--- src/rtl/smb_regfile_slave.sv ---
module smb_regfile_slave #(
  parameter int               NREG    = 8,
  parameter int               CNT_W   = 5,
  parameter int               RB_REG  = 1,
  parameter logic [6:0]       ADDR_LO = 7'h68,
  parameter logic [6:0]       ADDR_HI = 7'h6A,
  parameter logic [NREG*8-1:0] RST_VAL = 64'h0808_1100_5FFF_00FF,
  parameter logic [NREG*8-1:0] WR_MASK = 64'h1F00_0000_FFFF_3FFF
) (
  input  logic              clk,
  input  logic              rst_n,
  input  logic              scl_in,
  input  logic              sda_in,
  output logic              sda_oe,
  input  logic              strap_addr,
  input  logic              pwr_good,
  input  logic [1:0]        spread_sel,
  output logic [NREG*8-1:0] regs_q
);
  localparam int IDX_W = $clog2(NREG);
  localparam logic [IDX_W-1:0] LAST = IDX_W'(NREG - 1);

  typedef enum logic [2:0] {IDLE, RX, RX_END, RX_ACK, TX, TX_ACK, SKIP} st_t;
  typedef enum logic [1:0] {K_ADDR, K_IDX, K_CNT, K_DATA} kind_t;

  logic [1:0] scl_sy, sda_sy;
  logic       scl_d, sda_d;
  logic       pg_d, strap_done, addr_sel;
  st_t        st;
  kind_t      kind;
  logic [2:0] bitcnt;
  logic [7:0] sr, txsr, wrem;
  logic       rnw, hack, take;
  logic [IDX_W-1:0] ptr;
  logic [7:0] regs [NREG];
  logic [7:0] rdv, wmask;

  wire scl_s     = scl_sy[1];
  wire sda_s     = sda_sy[1];
  wire scl_rise  = scl_s & ~scl_d;
  wire scl_fall  = ~scl_s & scl_d;
  wire bus_start = scl_s & scl_d & sda_d & ~sda_s;
  wire bus_stop  = scl_s & scl_d & ~sda_d & sda_s;
  wire [6:0] my_addr = addr_sel ? ADDR_HI : ADDR_LO;
  wire [IDX_W-1:0] ptr_nx = (ptr == LAST) ? '0 : ptr + 1'b1;
  wire [7:0] cnt_byte = 8'(regs[NREG-1][CNT_W-1:0]);

  assign wmask = WR_MASK[int'(ptr)*8 +: 8];

  always_comb begin
    rdv = regs[ptr];
    if (int'(ptr) == RB_REG) rdv[7:6] = spread_sel;
  end

  always_comb begin
    case (kind)
      K_ADDR:  take = (sr[7:1] == my_addr);
      K_DATA:  take = (wrem != 8'd0);
      default: take = 1'b1;
    endcase
  end

  for (genvar g = 0; g < NREG; g++) begin : g_out
    assign regs_q[g*8 +: 8] = regs[g];
  end

  always_ff @(posedge clk or negedge rst_n) begin
    if (!rst_n) begin
      scl_sy <= 2'b11; sda_sy <= 2'b11; scl_d <= 1'b1; sda_d <= 1'b1;
    end else begin
      scl_sy <= {scl_sy[0], scl_in};
      sda_sy <= {sda_sy[0], sda_in};
      scl_d  <= scl_s;
      sda_d  <= sda_s;
    end
  end

  always_ff @(posedge clk or negedge rst_n) begin
    if (!rst_n) begin
      pg_d <= 1'b0; strap_done <= 1'b0; addr_sel <= 1'b0;
    end else begin
      pg_d <= pwr_good;
      if (pwr_good && !pg_d && !strap_done) begin
        addr_sel   <= strap_addr;
        strap_done <= 1'b1;
      end
    end
  end

  always_ff @(posedge clk or negedge rst_n) begin
    if (!rst_n) begin
      st <= IDLE; kind <= K_ADDR; bitcnt <= '0; sr <= '0; txsr <= '0;
      wrem <= '0; rnw <= 1'b0; hack <= 1'b0; ptr <= '0; sda_oe <= 1'b0;
      for (int i = 0; i < NREG; i++) regs[i] <= RST_VAL[i*8 +: 8];
    end else if (bus_start) begin
      st <= RX; kind <= K_ADDR; bitcnt <= '0; sda_oe <= 1'b0;
    end else if (bus_stop) begin
      st <= IDLE; sda_oe <= 1'b0;
    end else begin
      case (st)
        RX: if (scl_rise) begin
          sr     <= {sr[6:0], sda_s};
          bitcnt <= bitcnt + 3'd1;
          if (bitcnt == 3'd7) st <= RX_END;
        end
        RX_END: if (scl_fall) begin
          if (take) begin
            sda_oe <= 1'b1;
            st     <= RX_ACK;
            case (kind)
              K_ADDR: begin rnw <= sr[0]; kind <= K_IDX; end
              K_IDX:  begin ptr <= sr[IDX_W-1:0]; kind <= K_CNT; end
              K_CNT:  begin wrem <= sr; kind <= K_DATA; end
              default: begin
                regs[ptr] <= (regs[ptr] & ~wmask) | (sr & wmask);
                ptr  <= ptr_nx;
                wrem <= wrem - 8'd1;
              end
            endcase
          end else begin
            st <= SKIP;
          end
        end
        RX_ACK: if (scl_fall) begin
          bitcnt <= '0;
          if (rnw) begin
            st <= TX; txsr <= cnt_byte; sda_oe <= ~cnt_byte[7];
          end else begin
            st <= RX; sda_oe <= 1'b0;
          end
        end
        TX: if (scl_fall) begin
          if (bitcnt == 3'd7) begin
            sda_oe <= 1'b0; st <= TX_ACK;
          end else begin
            sda_oe <= ~txsr[3'd6 - bitcnt];
            bitcnt <= bitcnt + 3'd1;
          end
        end
        TX_ACK: begin
          if (scl_rise) hack <= ~sda_s;
          if (scl_fall) begin
            if (hack) begin
              st <= TX; txsr <= rdv; sda_oe <= ~rdv[7]; bitcnt <= '0; ptr <= ptr_nx;
            end else begin
              st <= SKIP;
            end
          end
        end
        default: ;
      endcase
    end
  end
endmodule

--- config.mk ---
export PLATFORM = sky130hd
export DESIGN_NAME = smb_regfile_slave
export DESIGN_NICKNAME = d
export VERILOG_FILES = /design/src/rtl/smb_regfile_slave.sv
export SDC_FILE = /design/constraint.sdc
export NUM_CORES = 1
export LEC_CHECK = 0
export BUFFER_PORTS_ARGS = -buffer_cell sky130_fd_sc_hd__buf_2
export CORE_AREA = 4 4 108 110
export DETAILED_ROUTE_END_ITERATION = 10
export DIE_AREA = 0 0 112 114
export PLACE_DENSITY_LB_ADDON = 0.2
export SETUP_SLACK_MARGIN = 0.02
export SLEW_MARGIN = 20
export SYNTH_ARGS = -nofsm -noshare
export SYNTH_HDL_FRONTEND = slang
export SYNTH_SLANG_ARGS = --single-unit
--- constraint.sdc ---
create_clock -name clk -period 3.46 [get_ports clk]
set_input_delay 1.038 -clock clk [delete_from_list [all_inputs] [get_ports clk]]
set_output_delay 1.038 -clock clk [all_outputs]
set_load 0.02 [all_outputs]
## Word-level counts from Yosys, hierarchy flattened

Index checks and enable logic that the tools add are counted.

- Bits in registers: 111
- Bits of input ports: 8
- Output and inout port bits: 65

- Add/subtract/negate cells: 4
- Magnitude comparators: 3
- Equality and inequality tests: 35
- Shift operators: 1
- Muxes and demuxes: 63
- Bitwise operators: 22
- Reductions and logical operators: 30

Operator list:

| operator | number |
|---|---|
| $mux 3 | 24 |
| $bwmux 64 | 1 |
| $shiftx 64x7->8 const A | 1 |
| $mux 8 | 7 |
| $ne 4x4->1 const B | 9 |
| $pmux 8 s2 | 2 |
| $bmux 8 s3 | 1 |
| $demux 8 s3 | 1 |
| $reduce_and 8->1 | 3 |
| $ne 3x3->1 const B | 6 |
| $reduce_and 6->1 | 3 |
| $and 8x8->8 | 2 |
| $mux 2 | 8 |
| $ne 2x2->1 const B | 8 |
| $pmux 3 s5 | 1 |
| $reduce_and 7->1 | 2 |
| $eq 3x3->1 const B | 4 |
| $pmux 3 s2 | 2 |
| $pmux 3 s4 | 1 |
| $mux 1 | 11 |
| $not 1->1 | 10 |
| $reduce_bool 2->1 | 5 |
| $eq 3x2->1 const B | 3 |
| $not 8->8 | 1 |
| other kinds (29) | 42 |

## Longest topological paths before layout

Gate-level depths: netlist of run 1.

- Depth after elaboration: 11
- Gate-level depth with buffers: 9

## Worst setup path before layout of run 1

No wires, ideal clock.

- Path kind: flip-flop to flip-flop
- Start point: register wrem[0]
- End point: register regs (netlist bit regs_q[29])
- Library setup time: 0.125 ns
- Data arrival time: 2.192 ns
- Slack: 1.143 ns
- Cell stages (with the launch flop): 8
- Buffers on the path: 1
- Period minus slack after synthesis: 2.317 ns
- Cell sequence: dfrtp_1 -> inv_1 -> ha_1 -> or4b_4 -> o41a_1 -> buf_6 -> o2111ai_4 -> mux2_2

- Word-level cells in the longest chain between the ends: 3

RTL lines:

| item | RTL line | RTL |
|---|---|---|
| start: declaration | 32 | `logic [7:0] sr, txsr, wrem;` |
| start signal: assignment | 117 | `wrem <= wrem - 8'd1;` |
| $reduce_bool 8->1 | 58 | `K_DATA: take = (wrem != 8'd0);` |
| $pmux 1 s2 | 56 | `case (kind)` |
| $reduce_and 6->1 (no source line) | n/a |  |
| end signal: indexed assignment | 115 | `regs[ptr] <= (regs[ptr] & ~wmask) \| (sr & wmask);` |
| end: declaration | 35 | `logic [7:0] regs [NREG];` |

No other way between the ends.
A chain may end at the register's enable or synchronous reset.

## Final worst setup path of run 1

- Start point: register wrem[0]
- End point: register regs (netlist bit regs_q[13])

Same word-level chain as after synthesis.

==> impl_metrics.csv, run 1 <==
group,metric,value,unit
outcome,run_status,"complete, no violations",
clock_tree,post_cts_buffers,0,
global_route,grtUsageTotal,22.5,%
place,preCtsSetupSlack,732,ps
job,cap_violations,0,
cells_and_area,final_cell_mix,"79 x dfrtp_1, 72 x o21ai_0, 71 x nand2_1, 71 x buf_2, 32 x dfstp_2",
global_route,grt_start_max_net_pins,73,
clock_tree,cts-root-buf,"clkbuf_8",
min_path,worstHoldPathCells,0,
worst_setup_path,worstPathRequired,3720,ps
drt,routed_via_density,5.82,
synthesis,synth_mux_area_share,12.9,%
synthesis,yosys.area_share.simple,12.5,%
synthesis,synth_compound_area_share,17.3,%
clock_tree,clk-insertion-delay-late,380,ps
synthesis,synthXorXnorAreaFrac,0.305,%
sta,setup_viol,0,
drt,wl,13.7,mm
worst_setup_path,start_kind,"flop",
sta,hold_ws,364,ps
cells_and_area,area_delta_synth_final,10.5,%
worst_setup_path,worstSetupPathType,"reg2reg",
drt,wire_per_inst,18.8,um
die,ios,73,
drt,drc,0,
synthesis,synth_nets,562,
sta,hold_viol_final,0,
drt,dr.pass1.iters,4,
place,gp_congestion,0.894,
synthesis,ys_ff_latch,111,
cells_and_area,fillerInstances,907,
synthesis,synth_edf_count,0,
clock_tree,numCtsBuffers,9,
clock_tree,clk_path_buf_depth,2,
global_route,overflow,0,
synthesis,async_reset_ff_share,100,%
die,die_w,112,um
synthesis,synth_cells,540,
worst_setup_path,cpPeakStageDelay,580,ps
drt,ant_nets,0,
min_path,min_path_type,"reg2reg",
drt,num_vias,4265,
sta,skew,12.4,ps
clock_tree,cts_tree,"done",
place,post-dp-hpwl,9.95,mm
synthesis,synth_top_family_by_area,"compound AO/OA/AOI/OAI gates",
global_route,grt_pass1_wl,22.8,mm
worst_setup_path,cp_cell_sequence,"inv_1 > ha_1 > or4b_4 > o41a_1 > o2111ai_4 > mux2_2",
power_and_ir_drop,power_leakage,2.81,nW
synthesis,synth-warning-count,0,
global_route,grt_pass1_vias,4223,
worst_setup_path,worst_ep_arrival_time,3010,ps
die,initial_core_util,53.6,%
die,die_h,114,um
sta,min_period,2750,ps
clock_tree,cts_resized,0,
cells_and_area,drive_above_1_share,28.8,%
sta,fmaxAchievable,364,MHz
clock_tree,cts-hold-fix-buffers,0,
synthesis,ys_seq_area_share,49.1,%
power_and_ir_drop,irDropWorstVdd,0.227,mV
sta,period_share,79.4,%
clock_tree,htree_levels,3,
sta,finalMaxSlewViolations,0,
global_route,antenna_found_initial,0,
drt,drt_iter0_drc,281,
power_and_ir_drop,finalPower,2.63,mW
sta,worst_slew_pin_slew,974,ps
sta,worst_slack,713,ps
cells_and_area,fin_nets,610,
synthesis,synthAdderAreaFrac,3.05,%
synthesis,synth.distinct_cells,63,
sta,rsz0062_at_grt,"no",
worst_setup_path,cp_max_fo,15,
die,core-area,10700,um^2
synthesis,synthFlopType,"dfrtp_1",
worst_setup_path,critPathCaptureType,"flop",
worst_setup_path,cpMaxStageDelayCell,"o41a_1",
sta,tns,0,ps
die,fp-row-count,38,
die,dieArea,12800,um^2
cells_and_area,diodes,0,
place,io_buffer_count,72,
cells_and_area,layout_commonest_cell,"dfrtp_1",
clock_tree,path_clk_slew,100,ps
clock_tree,cts.sinks,111,
worst_setup_path,worst_r2r_path_depth,6,
synthesis,postSynthAreaPerCell,10.6,um^2
sta,slew_headroom,34.7,%
synthesis,syn-cell-area,5740,um^2
power_and_ir_drop,powerDensity,414,nW/um^2
## state kept, by name, indices dropped and copies added (netlist names)
| register | count |
|---|---|
| addr_sel | 1 |
| bitcnt | 3 |
| hack | 1 |
| kind | 2 |
| pg_d | 1 |
| ptr | 3 |
| regs_q | 64 |
| rnw | 1 |
| scl_d | 1 |
| scl_sy | 2 |
| sda_d | 1 |
| sda_oe | 1 |
| sda_sy | 2 |
| sr | 8 |
| st | 3 |
| strap_done | 1 |
| txsr | 8 |
| wrem | 8 |
## cell usage after synthesis, drive strengths merged (7+ instances only)
cell type	number	area share (%)
buf	11	1.6
inv	22	1.4
nand2b	10	1.1
a21oi	23	2.1
nor3	10	0.96
mux2	22	4.4
mux2i	24	4.2
ha	14	3.1
dfrtp	79	34
o21ai	76	6.6
nand2	71	4.6
o2111ai	7	2.4
dfstp	32	15
mux4	11	4.3
clkbuf	28	1.8
nor2	23	1.5
## cell families after synthesis
logic type      after synthesis
fa+ha+maj                    14
compound gates              147
flops                       111
buf+inv                      61
mux                          57
xor+xnor                      2
simple gates                148
## worst max-delay path, delay by kind of cell, from the launching register on
kind / cells / cell delay [ps]
AO/OA/AOI/OAI: 2 / 1060
adder cells (fa/ha/maj): 1 / 180
buffers and inverters: 1 / 90
flip-flops: 1 / 430
multiplexers: 1 / 380
AND/OR/NAND/NOR: 1 / 510
## layout make-up
class | instances | area, um^2 | area share (%)
multi-input cells | 368 | 2640 | 41.6
repair buffers | 76 | 418 | 6.59
clock buffers | 10 | 138 | 2.17
clock inverters | 6 | 68.8 | 1.09
well taps | 140 | 175 | 2.76
flip-flops and latches | 111 | 2820 | 44.5
inverters | 22 | 82.6 | 1.30
## routing by layer
layer  global-route usage [%]  part of all wire, %  up-vias
met2                     37.0                   48      109
met1                     31.1                   46     2115
met3                     3.40                  3.9       15
met5                        0                    0        -
met4                     7.29                  1.4        0
li1                         -                    -     2026
## power breakdown
group	switching [mW]	total, mW	internal (mW)
clock network	0.442	0.801	0.359
logic	0.219	0.378	0.158
registers	0.0959	1.45	1.35
## through the flow
step | utilization, % | cell area [um^2] | instances
after detailed placement | 57.3 | 6130 | 717
final | 59.3 | 6340 | 733
after CTS | 59.3 | 6340 | 733
after global placement | 57.3 | 6130 | 717
after global routing | 59.3 | 6340 | 733
after floorplan | - | 5740 | 540
## path summary, 6_finish.rpt
| kind | start | slack (ps) | to |
|---|---|---|---|
| worst min register to register | scl_sy[0]$_DFF_PN1_ | 360 | scl_sy[1]$_DFF_PN1_ |
| max in group asynchronous | rst_n | 2020 | regs_q[28]$_DFFE_PN1P_ |
| worst max-delay path | wrem[0]$_DFFE_PN0P_ | 710 | regs_q[13]$_DFFE_PN0P_ |
| worst max register to register | wrem[0]$_DFFE_PN0P_ | 710 | regs_q[13]$_DFFE_PN0P_ |
| min in group asynchronous | rst_n | 640 | wrem[5]$_DFFE_PN0P_ |
| worst min-delay path | scl_sy[0]$_DFF_PN1_ | 360 | scl_sy[1]$_DFF_PN1_ |
No activity file was read; power rests on OpenSTA's default activity.
==> run 2, diff against run 1 <==
--- a/config.mk
+++ b/config.mk
@@ -6,9 +6,9 @@
 export NUM_CORES = 1
 export LEC_CHECK = 0
 export BUFFER_PORTS_ARGS = -buffer_cell sky130_fd_sc_hd__buf_2
-export CORE_AREA = 4 4 108 110
+export CORE_AREA = 4 4 110 112
 export DETAILED_ROUTE_END_ITERATION = 10
-export DIE_AREA = 0 0 112 114
+export DIE_AREA = 0 0 114 116
 export PLACE_DENSITY_LB_ADDON = 0.2
 export SETUP_SLACK_MARGIN = 0.02
 export SLEW_MARGIN = 20
==> constraint.sdc (replaced) <==
create_clock -name clk -period 2.41 [get_ports clk]
set_input_delay 0.723 -clock clk [delete_from_list [all_inputs] [get_ports clk]]
set_output_delay 0.723 -clock clk [all_outputs]
set_load 0.02 [all_outputs]
==> impl_metrics.csv, run 2 (synthesis results as in run 1) <==
group,metric,value,unit
outcome,run_status,"complete, no violations",
sta,setup_viol,0,
power_and_ir_drop,power_frac_comb,15.2,%
sta,hold_ws,360,ps
clock_tree,clk-insertion-delay-late,360,ps
sta,slew_headroom,52.9,%
power_and_ir_drop,powerDensity,612,nW/um^2
cells_and_area,diodes,0,
place,io_buffer_count,72,
power_and_ir_drop,finalPower,4.16,mW
cells_and_area,fin_nets,639,
sta,worst_slew_pin_slew,701,ps
drt,num_vias,4424,
global_route,grt_start_max_net_pins,45,
global_route,grt_pass1_wl,23.9,mm
global_route,overflow,0,
sta,skew,9.83,ps
cells_and_area,layout_commonest_cell,"dfrtp_1",
power_and_ir_drop,p_int,2.94,mW
clock_tree,htree_levels,3,
drt,routed_via_density,5.78,
min_path,min_path_type,"in2async",
sta,fmaxAchievable,429,MHz
power_and_ir_drop,power_leakage,3.04,nW
worst_setup_path,critPathCaptureType,"flop",
clock_tree,cts.sinks,111,
worst_setup_path,worstPathRequired,2690,ps
die,dieArea,13200,um^2
place,post-dp-hpwl,10.3,mm
die,die_h,116,um
drt,wire_per_inst,19.0,um
cells_and_area,multi_input_area,2720,um^2
clock_tree,path_clk_slew,80,ps
cells_and_area,largest_reg_flops,64,
worst_setup_path,cp_max_fo,8,
die,fp-row-count,39,
place,dp_cells,746,
worst_setup_path,worst_ep_arrival_time,2620,ps
power_and_ir_drop,seqPwrFrac,49.1,%
place,gp_congestion,0.885,
sta,period_share,96.8,%
global_route,grt_pass1_vias,4526,
worst_setup_path,start_kind,"flop",
global_route,antenna_found_initial,0,
sta,min_period,2330,ps
die,ios,73,
sta,rsz0062_at_grt,"yes",
clock_tree,clk_path_buf_depth,2,
clock_tree,cts_tree,"done",
power_and_ir_drop,switching_power,1.21,mW
drt,drc,0,
clock_tree,numCtsBuffers,9,
die,initial_core_util,51.1,%
global_route,grtUsageTotal,23.1,%
cells_and_area,area_delta_synth_final,18.4,%
drt,drt_iter0_drc,332,
cells_and_area,drive_above_1_share,33.3,%
drt,wl,14.5,mm
sta,tns,0,ps
die,die_w,114,um
power_and_ir_drop,swShare,29.2,%
sta,finalMaxSlewViolations,0,
power_and_ir_drop,irDropWorstVdd,0.467,mV
sta,hold_viol_final,0,
job,cap_violations,0,
cells_and_area,seq_area,2820,um^2
cells_and_area,finalNonFillerCells,765,
worst_setup_path,worstSetupPathType,"reg2reg",
drt,dr.pass1.iters,4,
die,core-area,11200,um^2
cells_and_area,fillerInstances,924,
clock_tree,cts-root-buf,"clkbuf_16",
power_and_ir_drop,pwr-share-clk,35.7,%
drt,ant_nets,0,
cells_and_area,final_cell_mix,"79 x dfrtp_1, 72 x o21ai_0, 71 x nand2_1, 71 x buf_2, 32 x dfstp_2",
## run 2: area by class of cell
class | instances | share of cell area (%)
flip-flops and latches | 111 | 41.5
well taps | 143 | 2.63
inverters | 22 | 1.22
clock buffers | 9 | 3.32
clock inverters | 7 | 1.01
multi-input cells | 368 | 40.0
repair buffers | 105 | 10.3
## run 2: repair_timing
action | 4_1_cts | 5_1_grt
resized for setup | 2 | 15
hold buffers | 0 | 0
buffers inserted | 1 | 1
setup endpoints to repair | 49 | 56
pin swaps | 1 | 3
cloned | 0 | 1
## run 2: worst paths after layout
path	startpoint	to	slack [ps]	cells after the start
worst min register to register	scl_sy[0]$_DFF_PN1_	scl_sy[1]$_DFF_PN1_	360	0
worst min-delay path	rst_n	wrem[6]$_DFFE_PN0P_	360	1
worst max-delay path	wrem[1]$_DFFE_PN0P_	regs_q[5]$_DFFE_PN1P_	80	6
worst max register to register	wrem[1]$_DFFE_PN0P_	regs_q[5]$_DFFE_PN1P_	80	6
min in group clk	scl_sy[0]$_DFF_PN1_	scl_sy[1]$_DFF_PN1_	360	0
max in group asynchronous	rst_n	sda_sy[0]$_DFF_PN1_	1360	2
## run 2: per-layer routing
layer / GRT usage, % / share of wire [%] / up-vias
met5: 0 / 0 / -
met4: 6.73 / 1.5 / 0
met3: 6.11 / 4.9 / 14
met2: 37.0 / 49 / 114
met1: 31.2 / 44 / 2207
li1: - / - / 2089
## run 2: power by group through the flow
stage / logic, mW / clock network [mW] / registers [mW]
6_report: 0.631 / 1.48 / 2.04
5_1_grt: 0.700 / 1.62 / 2.06
4_1_cts: 0.627 / 1.52 / 2.04
3_5_place_dp: 0.620 / 0 / 2.07
3_3_place_gp: 0.603 / 0 / 2.07
2_1_floorplan: 0.427 / 0 / 2.04
## run 2: critical path: stages, from the launching register on
cell,delay (ps)
dfrtp_1,410
inv_2,80
ha_4,130
or4b_4,500
o41a_4,480
o2111ai_4,320
mux2_4,330
## run 2: per-stage QoR
step | utilization, % | area [um^2] | worst slack [ps]
CTS | 59.5 | 6680 | 25.4
global placement | 56.7 | 6370 | -23.8
global route | 60.5 | 6790 | 6.82
detailed placement | 56.7 | 6370 | -81.4
floorplan | - | 5740 | 92.9
finish | 60.5 | 6790 | 78.1
